===== src/rtl/irqv_pkg.sv =====
package irqv_pkg;
  localparam int NSRC       = 6;
  localparam int NEXT       = 2;
  localparam int IDX_W      = $clog2(NSRC);
  localparam int VEC_W      = 8;
  localparam int VEC_BASE   = 3;
  localparam int VEC_STRIDE = 8;

  typedef enum logic [IDX_W-1:0] {
    SLOT_EXT0 = 3'd0,
    SLOT_TMR0 = 3'd1,
    SLOT_EXT1 = 3'd2,
    SLOT_TMR1 = 3'd3,
    SLOT_SER  = 3'd4,
    SLOT_TMR2 = 3'd5
  } slot_e;

  // Lowest set index of a request mask (0 if empty).
  function automatic logic [IDX_W-1:0] lowest_index(input logic [NSRC-1:0] m);
    logic [IDX_W-1:0] r;
    r = '0;
    for (int i = NSRC - 1; i >= 0; i--) begin
      if (m[i]) r = IDX_W'(i);
    end
    return r;
  endfunction

  // Vector address for a slot.
  function automatic logic [VEC_W-1:0] vec_of(input logic [IDX_W-1:0] idx);
    return VEC_W'(VEC_BASE + VEC_STRIDE * int'(idx));
  endfunction

  // Slot used by external input k.
  function automatic int ext_slot(input int k);
    return 2 * k;
  endfunction
endpackage


===== src/rtl/irqv_edge_detect.sv =====
module irqv_edge_detect #(
  parameter int NEXT = 2
) (
  input  logic            clk,
  input  logic            rst_n,
  input  logic [NEXT-1:0] pin_n,
  input  logic [NEXT-1:0] edge_mode,
  input  logic [NEXT-1:0] clr,
  output logic [NEXT-1:0] req,
  output logic [NEXT-1:0] flag,
  output logic [NEXT-1:0] fall
);
  for (genvar k = 0; k < NEXT; k++) begin : g_ext
    logic pin_q;

    always_ff @(posedge clk or negedge rst_n) begin
      if (!rst_n) pin_q <= 1'b1;
      else        pin_q <= pin_n[k];
    end

    assign fall[k] = pin_q & ~pin_n[k];

    always_ff @(posedge clk or negedge rst_n) begin
      if (!rst_n)             flag[k] <= 1'b0;
      else if (!edge_mode[k]) flag[k] <= 1'b0;
      else if (fall[k])       flag[k] <= 1'b1;
      else if (clr[k])        flag[k] <= 1'b0;
    end

    assign req[k] = edge_mode[k] ? flag[k] : ~pin_n[k];
  end
endmodule


===== src/rtl/irqv_arbiter.sv =====
module irqv_arbiter
  import irqv_pkg::*;
(
  input  logic [NSRC-1:0]  req,
  input  logic [NSRC-1:0]  pri,
  output logic             any_hi,
  output logic             any_lo,
  output logic [IDX_W-1:0] idx_hi,
  output logic [IDX_W-1:0] idx_lo
);
  logic [NSRC-1:0] hi_mask, lo_mask;

  assign hi_mask = req & pri;
  assign lo_mask = req & ~pri;
  assign any_hi  = |hi_mask;
  assign any_lo  = |lo_mask;
  assign idx_hi  = lowest_index(hi_mask);
  assign idx_lo  = lowest_index(lo_mask);
endmodule


===== src/rtl/irqv_svc_track.sv =====
module irqv_svc_track (
  input  logic clk,
  input  logic rst_n,
  input  logic grant,
  input  logic grant_hi,
  input  logic ret,
  output logic svc_hi,
  output logic svc_lo
);
  logic nxt_hi, nxt_lo;

  always_comb begin
    nxt_hi = svc_hi;
    nxt_lo = svc_lo;
    if (ret) begin
      if (svc_hi) nxt_hi = 1'b0;
      else        nxt_lo = 1'b0;
    end
    if (grant) begin
      if (grant_hi) nxt_hi = 1'b1;
      else          nxt_lo = 1'b1;
    end
  end

  always_ff @(posedge clk or negedge rst_n) begin
    if (!rst_n) begin
      svc_hi <= 1'b0;
      svc_lo <= 1'b0;
    end else begin
      svc_hi <= nxt_hi;
      svc_lo <= nxt_lo;
    end
  end
endmodule


===== src/rtl/irqv_ctrl.sv =====
module irqv_ctrl
  import irqv_pkg::*;
(
  input  logic             clk,
  input  logic             rst_n,
  input  logic [NSRC-1:0]  src_en,
  input  logic             glb_en,
  input  logic [NSRC-1:0]  pri_sel,
  input  logic [NEXT-1:0]  ext_pin_n,
  input  logic [NEXT-1:0]  ext_edge_mode,
  input  logic             tmr0_ovf,
  input  logic             tmr1_ovf,
  input  logic             tmr2_ovf,
  input  logic             tmr2_ext,
  input  logic             ser_rx_done,
  input  logic             ser_tx_done,
  input  logic             irq_ack,
  input  logic             irq_ret,
  output logic             irq_req,
  output logic [VEC_W-1:0] irq_vec,
  output logic [NEXT-1:0]  ext_flag,
  output logic             svc_hi,
  output logic             svc_lo
);
  logic [NEXT-1:0]  ext_req, ext_clr, ext_fall;
  logic [NSRC-1:0]  raw_req, live_req;
  logic             any_hi, any_lo, hi_ok, lo_ok;
  logic [IDX_W-1:0] idx_hi, idx_lo, win_idx;
  logic             grant;

  irqv_edge_detect #(.NEXT(NEXT)) u_ext (
    .clk(clk), .rst_n(rst_n), .pin_n(ext_pin_n), .edge_mode(ext_edge_mode),
    .clr(ext_clr), .req(ext_req), .flag(ext_flag), .fall(ext_fall)
  );

  always_comb begin
    raw_req            = '0;
    raw_req[SLOT_EXT0] = ext_req[0];
    raw_req[SLOT_TMR0] = tmr0_ovf;
    raw_req[SLOT_EXT1] = ext_req[1];
    raw_req[SLOT_TMR1] = tmr1_ovf;
    raw_req[SLOT_SER]  = ser_rx_done | ser_tx_done;
    raw_req[SLOT_TMR2] = tmr2_ovf | tmr2_ext;
  end

  assign live_req = glb_en ? (raw_req & src_en) : '0;

  irqv_arbiter u_arb (
    .req(live_req), .pri(pri_sel), .any_hi(any_hi), .any_lo(any_lo),
    .idx_hi(idx_hi), .idx_lo(idx_lo)
  );

  assign hi_ok   = any_hi & ~svc_hi;
  assign lo_ok   = any_lo & ~svc_hi & ~svc_lo;
  assign irq_req = hi_ok | lo_ok;
  assign win_idx = hi_ok ? idx_hi : idx_lo;
  assign irq_vec = irq_req ? vec_of(win_idx) : '0;
  assign grant   = irq_ack & irq_req;

  for (genvar k = 0; k < NEXT; k++) begin : g_clr
    assign ext_clr[k] = grant && (win_idx == IDX_W'(ext_slot(k)));
  end

  irqv_svc_track u_svc (
    .clk(clk), .rst_n(rst_n), .grant(grant), .grant_hi(hi_ok),
    .ret(irq_ret), .svc_hi(svc_hi), .svc_lo(svc_lo)
  );
endmodule


===== config.mk =====
export PLATFORM = sky130hd
export DESIGN_NAME = irqv_ctrl
export DESIGN_NICKNAME = d
export VERILOG_FILES = /design/src/rtl/irqv_pkg.sv /design/src/rtl/irqv_edge_detect.sv /design/src/rtl/irqv_arbiter.sv /design/src/rtl/irqv_svc_track.sv /design/src/rtl/irqv_ctrl.sv
export SDC_FILE = /design/constraint.sdc
export NUM_CORES = 1
export LEC_CHECK = 0
export ABC_CLOCK_PERIOD_IN_PS = 2029
export BUFFER_PORTS_ARGS = -buffer_cell sky130_fd_sc_hd__buf_4
export CELL_PAD_IN_SITES_DETAIL_PLACEMENT = 1
export CELL_PAD_IN_SITES_GLOBAL_PLACEMENT = 1
export CORE_AREA = 2 2 53 55
export DETAILED_ROUTE_END_ITERATION = 8
export DIE_AREA = 0 0 55 57
export GPL_TIMING_DRIVEN = 0
export PLACE_DENSITY = 0.82
export SLEW_MARGIN = 20
export SYNTH_ARGS = -nofsm -noshare
export SYNTH_HDL_FRONTEND = slang
export SYNTH_SLANG_ARGS = --single-unit

===== constraint.sdc =====
create_clock -name clk -period 2.03 [get_ports clk]
set_input_delay 0.203 -clock clk [delete_from_list [all_inputs] [get_ports clk]]
set_output_delay 0.203 -clock clk [all_outputs]
set_load 0.1 [all_outputs]

==> results of run 1 <==
[state kept, by name (all words and copies together) (netlist names)]
register and cells:
u_ext.flag 2, u_ext.g_ext.pin_q 2, u_svc.svc_hi 1, u_svc.svc_lo 1
[critical path: cells and delay by family, from the launching register on]
family,cells,cell delay [ns]
DFF,1,0.42
buffers and inverters,1,0.16
and+or+nand+nor,3,0.71
AOI/OAI and AO/OA,3,0.70
[layer usage]
layer  wire, µm  up-vias  global-route usage [%]
li1           -      400                       -
met1        936      392                    18.7
met2       1290       32                    31.3
met3        173        6                    2.62
met4         39        0                    5.92
met5          0        -                       0
[placed cells by master, fill, tap and decap left out, types with 2 or more instances in the layout]
cell type,Yosys,layout
a21oi_1,7,5
a21oi_4,0,2
buf_12,0,6
buf_4,5,36
buf_6,0,2
clkbuf_4,0,3
conb_1,1,3
dfrtp_2,0,2
dfstp_2,2,2
inv_1,4,4
nand2_1,5,4
nand2b_1,4,4
nand3_1,3,3
nand4_1,3,3
nor2_1,9,7
nor2_4,0,2
nor2b_1,3,3
nor3_1,4,3
o2111ai_1,2,2
o211ai_1,2,2
o21ai_0,4,4
[what timing repair did]
action                                  in CTS  in global routing
buffers inserted                             2                  1
resized for setup                           19                  7
cloned                                       0                  0
hold endpoints to repair                     6                  0
pin swaps                                    3                  3
endpoints found under the setup margin       8                  9
hold buffers                                 1                  0
[cells by family after synthesis]
family,synth area share [%]
AOI/OAI and AO/OA,33.4
buffers and inverters,9.20
DFF,24.4
other,0.599
and+or+nand+nor,32.4
[final timing paths]
| kind | from | end | slack [ns] | cells past startpoint |
|---|---|---|---|---|
| max | u_ext.flag[0]$_DFFE_PN0P_ | irq_vec[3] | -0.42 | 7 |
| min | ext_pin_n[0] | u_ext.g_ext[0].pin_q$_DFF_PN1_ | 0.08 | 1 |
| max in group asynchronous | rst_n | u_ext.g_ext[1].pin_q$_DFF_PN1_ | 1.53 | 2 |
| max reg2reg | u_ext.flag[0]$_DFFE_PN0P_ | u_ext.flag[0]$_DFFE_PN0P_ | -0.06 | 6 |
| min reg2reg | u_ext.g_ext[0].pin_q$_DFF_PN1_ | u_ext.flag[0]$_DFFE_PN0P_ | 0.56 | 2 |
| min in group asynchronous | rst_n | u_svc.svc_lo$_DFF_PN0_ | 0.29 | 2 |
[Yosys cell counts]
cell type / n
o22ai_1: 1
buf_4: 5
a31oi_1: 1
nand2_1: 5
or3_1: 1
and3_1: 1
nand3_1: 3
nand4b_1: 1
a221oi_2: 1
conb_1: 1
or4_4: 1
o21ai_1: 1
o2111a_1: 1
a21o_1: 2
a21oi_1: 7
a211o_2: 1
nand2b_1: 4
o221ai_1: 1
nor2b_1: 3
o21ai_0: 4
buf_2: 1
nand4_1: 3
a2111oi_0: 1
o2111ai_1: 2
nor3_1: 4
dfrtp_1: 4
a32o_1: 1
nor2_1: 9
o31ai_1: 1
nor4_1: 1
a41oi_1: 1
nor2b_4: 1
inv_1: 4
o211ai_1: 2
a211o_1: 1
dfstp_2: 2
[final cells by class]
type	instances	share of cell area [%]
multi-input cells	69	43.6
inverters	4	1.27
repair buffers	40	32.0
flip-flops and latches	6	13.4
clock buffers	4	2.22
plain buffers	6	4.23
well taps	31	3.28
[power groups by stage]
stage	Sequential, mW	Combinational [mW]	Clock, mW
detailed placement	0.159	0.536	0
global placement	0.156	0.526	0
finish	0.158	0.634	0.122
floorplan	0.242	0.322	0
CTS	0.157	0.614	0.124
global route	0.161	0.660	0.134
==> run metrics, run 1 <==
vias per inst=5.19; Achievable Freq=409 MHz; Critical Path Max Stage Delay=0.51 ns; largest net degree at the start of global routing=11; Sw Pwr=0.479 mW; hpwl dp=1870 µm; Core Box Area=2620 µm²; DRT Wirelength=2440 µm; Layout area overhead=89.0%; DR iter-0 viols=4; GRT Residual Overflow=0; initial antenna violation count=0; ratio of cells with drive above 1 in the final layout=51.9%; Synth Instances=83; Final Wtd Congestion=0.934; Clock Sinks=6; area leader, netlist=dfrtp_1; Power Total=0.914 mW; Initial Utilization=23.9%; htree depth=1; Max-Slew Margin vs Limit=54.7%; Setup Skew=0.00784 ns; Nets=157; Synth Cell Area=626 µm²; pwr dens=773 nW/µm²; Die X=55 µm; area of the multi-input gates=515 µm²; MaxCap Viol Count=0; die height=57 µm; Layout Cells excl Fill=160; vias in the first global route=942; number of remaining DRC errors=0; hold crit path type=in2reg; setup violators final=8; Inserted Clock Buffers=3; setup TNS=-1.83 ns; Crit-path slowest cell=or4_4; Clock power frac=13.3%; RSZ-0062 raised after global routing=yes; share of Yosys cell area claimed by the top area cell type=16.0%; final core utilization=45.2%; Placed Cells=152; # rows=19; maximum vdd ir drop=0.605 mV; post-synthesis register bit count=6; CTS tree=done; GRT Total Usage=16.9%; Logic pwr share=69.4%; Area contributors post-synth=dfrtp_1 (16%), dfstp_2 (8.4%), buf_4 (6.0%), a21oi_1 (5.6%), nor2_1 (5.4%); status=finished, violations left; Avg Inst Size Synth=7.54 µm²; post-synthesis sequential area ratio=24.4%; clk_lat worst skew=0.25 ns; minimum clock period=2.45 ns; Critical Path Start Type=register; drt pass-1 iters=4; Pint=0.435 mW; final instance area=1180 µm²; Final Max Tran Viols=0; Setup WS post-layout=-0.416 ns; Synth Warn #=0; Placement Cell Area=1000 µm²; CTS root buf=clkbuf_4; crit-path max FO=4; Final period util=121%; FILL cells=330; violated checks=negative setup slack; ANT cells=0; Critical Path AT=2.24 ns; critical path, cell by cell=nor2b_4 -> or4_4 -> o2111a_2 -> a211o_4 -> nor3_4 -> a21o_4 -> buf_12; Distinct cells, synth=36; DRT antenna net count=0; Flop pwr share=17.3%; Clock transition at path regs=0.04 ns; Worst EP required=1.83 ns; vias=830; PortBufs=36; total die area=3140 µm²; io pins=40; CTS max path bufs=2; average wire per standard cell=15.2 µm; Leak Pwr=0.514 nW; Setup CP Type=reg2out; Setup crit end kind=primary output; WHS=0.0835 ns; register area=159 µm²; dpl ws=-0.379 ns; Switching Share=52.4%; Final Hold Fails=0; Slew @ Worst Pin=0.674 ns; first-pass GRT wire length=3970 µm
(Power assumes the default switching activity.)
==> run 2: changes to the inputs <==
CORE_AREA = 2 2 52 54   (was 2 2 53 55)
DIE_AREA = 0 0 54 56   (was 0 0 55 57)
PLACE_DENSITY = 0.84   (was 0.82)
==> run 2 against run 1 <==
Against the previous run: the run still ends with negative setup slack left; first-iteration DRC count grew 75%; combinational power shrank 2%; register-to-register slack lost 0.15 ns; via count shrank 1.1%; worst setup slack gained 0.046 ns; critical path depth is the same; cell count shrank 0.63%; count of clock-buffer cells in the layout is the same; die area shrank 3.5%; critical endpoint unchanged; largest power group unchanged.
==> run metrics, run 2 (synthesized netlist as in run 1, its figures left out) <==
status=finished, violations left; violated checks=negative setup slack; Setup crit end kind=primary output; Achievable Freq=417 MHz; setup TNS=-2.01 ns; Clock Sinks=6; pwr dens=770 nW/µm²; DRT antenna net count=0; vias=821; Placement Cell Area=1000 µm²; largest registers=u_ext.flag: 2 flops, u_ext.g_ext.pin_q: 2 flops; vias per inst=5.16; final core utilization=47.8%; crit-path max FO=4; Die X=54 µm; Nets=157; Final Hold Fails=0; CTS max path bufs=2; CTS root buf=clkbuf_4; CTS tree=done; average wire per standard cell=14.2 µm; area of the multi-input gates=503 µm²; largest net degree at the start of global routing=11; vias in the first global route=827; Setup Skew=0.00346 ns; maximum vdd ir drop=0.797 mV; # rows=18; Worst EP required=1.83 ns; FILL cells=307; final instance area=1160 µm²; Final period util=118%; drt pass-1 iters=4; Setup WS post-layout=-0.370 ns; Setup CP Type=reg2out; setup violators final=8; DRT Wirelength=2250 µm; number of remaining DRC errors=0; PortBufs=36; GRT Residual Overflow=0; first-pass GRT wire length=3550 µm; Power Total=0.896 mW; worst reg-to-reg path cell count=7; ANT cells=0; Final Max Tran Viols=0; Critical Path Start Type=register; Inserted Clock Buffers=3; MaxCap Viol Count=0; WHS Path Cells=1; Initial Utilization=25.7%; RSZ-0062 raised after global routing=yes; hold crit path type=in2reg; ratio of cells with drive above 1 in the final layout=51.9%; Clock transition at path regs=0.05 ns; clk_lat worst skew=0.25 ns; Final Wtd Congestion=0.777; Crit-path slowest cell=or4_4; die height=56 µm; dpl ws=-0.351 ns; critical path, cell by cell=nor2b_4 -> or4_4 -> o2111a_2 -> a211o_4 -> nor3_4 -> a21o_4 -> buf_12; register area=159 µm²; Critical Path Max Stage Delay=0.51 ns; DR iter-0 viols=7; minimum clock period=2.40 ns; io pins=40; most frequent cells in the layout=buf_4 (36), nor2_1 (7), a21oi_1 (5), buf_12 (5); GRT Total Usage=15.4%; Slew @ Worst Pin=0.641 ns; Core Box Area=2430 µm²; total die area=3020 µm²; Critical Path AT=2.20 ns; htree depth=1; initial antenna violation count=0; hpwl dp=1810 µm; Max-Slew Margin vs Limit=56.9%; Layout area overhead=86.0%; Leak Pwr=0.509 nW; commonest non-fill, non-tap cell in the layout=buf_4
[run 2: cell count changes in the layout (fill, tap and decap cells not counted)]
cell / previous run / this run
buf_8: 0 / 1
buf_12: 6 / 5
nor2_4: 2 / 1
nor2_2: 0 / 1
a21oi_4: 2 / 1
a21oi_2: 0 / 1
[run 2: timing repair]
item                                   in CTS  in global routing
hold buffers                                1                  0
setup buffers                               2                  1
pin swaps                                   4                  1
endpoints found under the hold margin       6                  0
resized for setup                          22                  1
setup endpoints to repair                   8                  9
[run 2: worst max-delay path, delay by kind of cell, from the launching register on]
kind / cells / cell delay, ns
AOI/OAI and AO/OA: 3 / 0.68
and+or+nand+nor: 3 / 0.69
DFF: 1 / 0.42
buffers and inverters: 1 / 0.16
[run 2: stage by stage]
step / hold slack [ns] / cells
after floorplan: -0.0926 / 85
after global placement: 0.0108 / 151
after detailed placement: 0.0132 / 151
after CTS: 0.0657 / 158
after global routing: 0.0687 / 159
final: 0.0805 / 159
[run 2: area by class of cell]
type,count,area share (%)
Multi-Input combinational cell,69,43.2
Timing Repair Buffer,40,32.0
Sequential cell,6,13.7
Buffer,6,4.30
Tap cell,30,3.23
Clock buffer,4,2.26
Inverter,4,1.29
[run 2: path summary, 6_finish.rpt]
| path | endpoint | slack [ns] | from |
|---|---|---|---|
| worst max-delay path | irq_vec[3] | -0.37 | u_ext.flag[0]$_DFFE_PN0P_ |
| worst min-delay path | u_ext.g_ext[1].pin_q$_DFF_PN1_ | 0.08 | ext_pin_n[1] |
| min in group asynchronous | u_ext.flag[0]$_DFFE_PN0P_ | 0.31 | rst_n |
| max in group asynchronous | u_ext.g_ext[0].pin_q$_DFF_PN1_ | 1.52 | rst_n |
| worst min register to register | u_ext.flag[0]$_DFFE_PN0P_ | 0.55 | u_ext.g_ext[0].pin_q$_DFF_PN1_ |
| worst max register to register | u_ext.flag[0]$_DFFE_PN0P_ | -0.21 | u_ext.flag[0]$_DFFE_PN0P_ |
[run 2: layer usage]
metal	track usage [%]	part of all wire, %	vias to the layer above
li1	-	-	402
met1	16.9	41	383
met2	28.7	52	34
met3	1.61	6.2	2
met4	5.71	0.93	0
met5	0	0	-
[run 2: report_power, final]
group	leakage, nW	internal [mW]	switching [mW]
clock network	0.0150	0.0745	0.0445
registers	0.0685	0.138	0.0207
logic	0.425	0.215	0.404
total	0.509	0.427	0.469
==> run 3: changes to the inputs <==
--- a/config.mk
+++ b/config.mk
@@ -13,4 +13,5 @@
 export DETAILED_ROUTE_END_ITERATION = 8
 export DIE_AREA = 0 0 54 56
+export GPL_ROUTABILITY_DRIVEN = 0
 export GPL_TIMING_DRIVEN = 0
 export PLACE_DENSITY = 0.84
==> constraint.sdc (replaced) <==
create_clock -name clk -period 2.03 [get_ports clk]
set_input_delay 0.203 -clock clk [delete_from_list [all_inputs] [get_ports clk]]
set_output_delay 0.203 -clock clk [all_outputs]
set_load 0.02 [all_outputs]
==> run 3 against run 2 <==
Against the previous run: the run still ends with negative setup slack left; clock power about the same; first-iteration DRC count down 43%; total power down 32%; non-clock buffer count unchanged; critical endpoint unchanged; clock skew up 0.0049 ns; largest power group unchanged.
==> run metrics, run 3 (synthesized netlist as in run 1, its figures left out) <==
status=finished, violations left; violated checks=negative setup slack; Final Max Tran Viols=0; M1 GR Usage=16.5%; Placement Cell Area=945 µm²; largest net degree at the start of global routing=11; die height=56 µm; Core Box Area=2430 µm²; M2 GR Usage=28.9%; grt peak-use layer=met2; GRT Total Usage=15.2%; minimum clock period=2.33 ns; clk_lat worst skew=0.24 ns; total die area=3020 µm²; Setup crit end kind=primary output; FILL cells=325; Setup CP Type=reg2out; CTS tree=done; io pins=40; DRT antenna net count=0; GRT Residual Overflow=0; pwr dens=567 nW/µm²; most frequent cells in the layout=buf_4 (38), nor2_1 (8), buf_6 (6); CTS max path bufs=2; hold crit path type=in2reg; Layout Cells excl Fill=159; htree depth=1; Placed Cells=151; maximum vdd ir drop=0.282 mV; DRT Wirelength=2280 µm; Critical Path AT=2.12 ns; Critical Path Start Type=register; CTS root buf=clkbuf_4; met3 Resource Use GR=1.88%; final instance area=1070 µm²; Clock transition at path regs=0.05 ns; Inserted Clock Buffers=3; ratio of cells with drive above 1 in the final layout=48.1%; Final Hold Fails=0; Initial Utilization=25.7%; Setup Skew=0.00841 ns; Worst EP required=1.83 ns; Die X=54 µm; ANT cells=0; Slew @ Worst Pin=0.632 ns; number of remaining DRC errors=0; area of the multi-input gates=470 µm²; Max-Slew Margin vs Limit=57.5%; Layout area overhead=71.2%; initial antenna violation count=0; Power Total=0.608 mW; Setup WS post-layout=-0.296 ns; register area=154 µm²; RSZ-0062 raised after global routing=yes; Nets=157; MaxCap Viol Count=0; PortBufs=36; first-pass GRT wire length=3600 µm; hpwl dp=1820 µm; crit-path max FO=4; vias=819; Clock Sinks=6; DR iter-0 viols=4; average wire per standard cell=14.4 µm; Leak Pwr=0.500 nW; vias in the first global route=900; dpl ws=-0.168 ns; setup violators final=8; drt pass-1 iters=4; vias per inst=5.15; # rows=18; largest registers=u_ext.flag: 2 flops, u_ext.g_ext.pin_q: 2 flops; Achievable Freq=430 MHz; commonest non-fill, non-tap cell in the layout=buf_4; Final period util=115%
==> run 3: cell counts in the layout (fill, tap and decap cells not counted) <==
No cell type changed its count.
==> run 3: per-layer routing <==
layer / part of all wire (%) / wire [µm] / vias up
met4: 0.92 / 21 / 0
met1: 40 / 914 / 387
met5: 0 / 0 / -
li1: - / - / 402
met3: 6.0 / 137 / 2
met2: 53 / 1210 / 28
==> run 3: area by class of cell <==
class	count	area share (%)
tap	30	3.50
clock buffer	4	2.45
multi-input combinational	69	43.9
timing repair buffer	40	29.7
inverter	4	1.40
sequential	6	14.4
buffer	6	4.67
==> run 3: metrics by stage <==
step | hold slack, ns | utilization (%) | TNS, ns
6_report | 0.0844 | 44.0 | -1.55
5_1_grt | 0.0846 | 44.0 | -2.07
4_1_cts | 0.0792 | 42.1 | -1.47
3_5_place_dp | 0.0155 | 38.8 | -0.513
3_3_place_gp | 0.0131 | 38.8 | -0.217
2_1_floorplan | -0.0926 | - | -0.0120
==> run 3: worst paths after layout <==
path	startpoint	to	slack [ns]	depth (start not counted)
max	u_ext.flag[0]$_DFFE_PN0P_	irq_vec[3]	-0.30	7
min	ext_pin_n[0]	u_ext.g_ext[0].pin_q$_DFF_PN1_	0.08	1
max reg2reg	u_ext.flag[0]$_DFFE_PN0P_	u_ext.flag[0]$_DFFE_PN0P_	-0.18	7
min reg2reg	u_ext.g_ext[0].pin_q$_DFF_PN1_	u_ext.flag[0]$_DFFE_PN0P_	0.53	2
max in group asynchronous	rst_n	u_ext.g_ext[0].pin_q$_DFF_PN1_	1.52	2
min in group asynchronous	rst_n	u_svc.svc_hi$_DFF_PN0_	0.30	2
==> run 3: worst max-delay path, cell delays in order, from the launching register on <==
cell	delay [ns]
dfrtp_2	0.38
nor2b_4	0.05
or4_4	0.52
o2111a_1	0.17
a211o_4	0.37
nor3_4	0.12
a21o_1	0.15
buf_6	0.12
==> run 3: what timing repair did <==
item | CTS | global route
buffers inserted | 2 | 2
gates resized for setup | 7 | 7
hold endpoints to repair | 6 | 0
cloned | 0 | 0
hold buffers | 1 | 0
setup endpoints to repair | 7 | 9
pin swaps | 5 | 5
==> run 3: power breakdown <==
group | internal [mW] | total [mW] | switching (mW)
combinational | 0.168 | 0.334 | 0.166
clock | 0.0745 | 0.118 | 0.0438
sequential | 0.136 | 0.155 | 0.0192
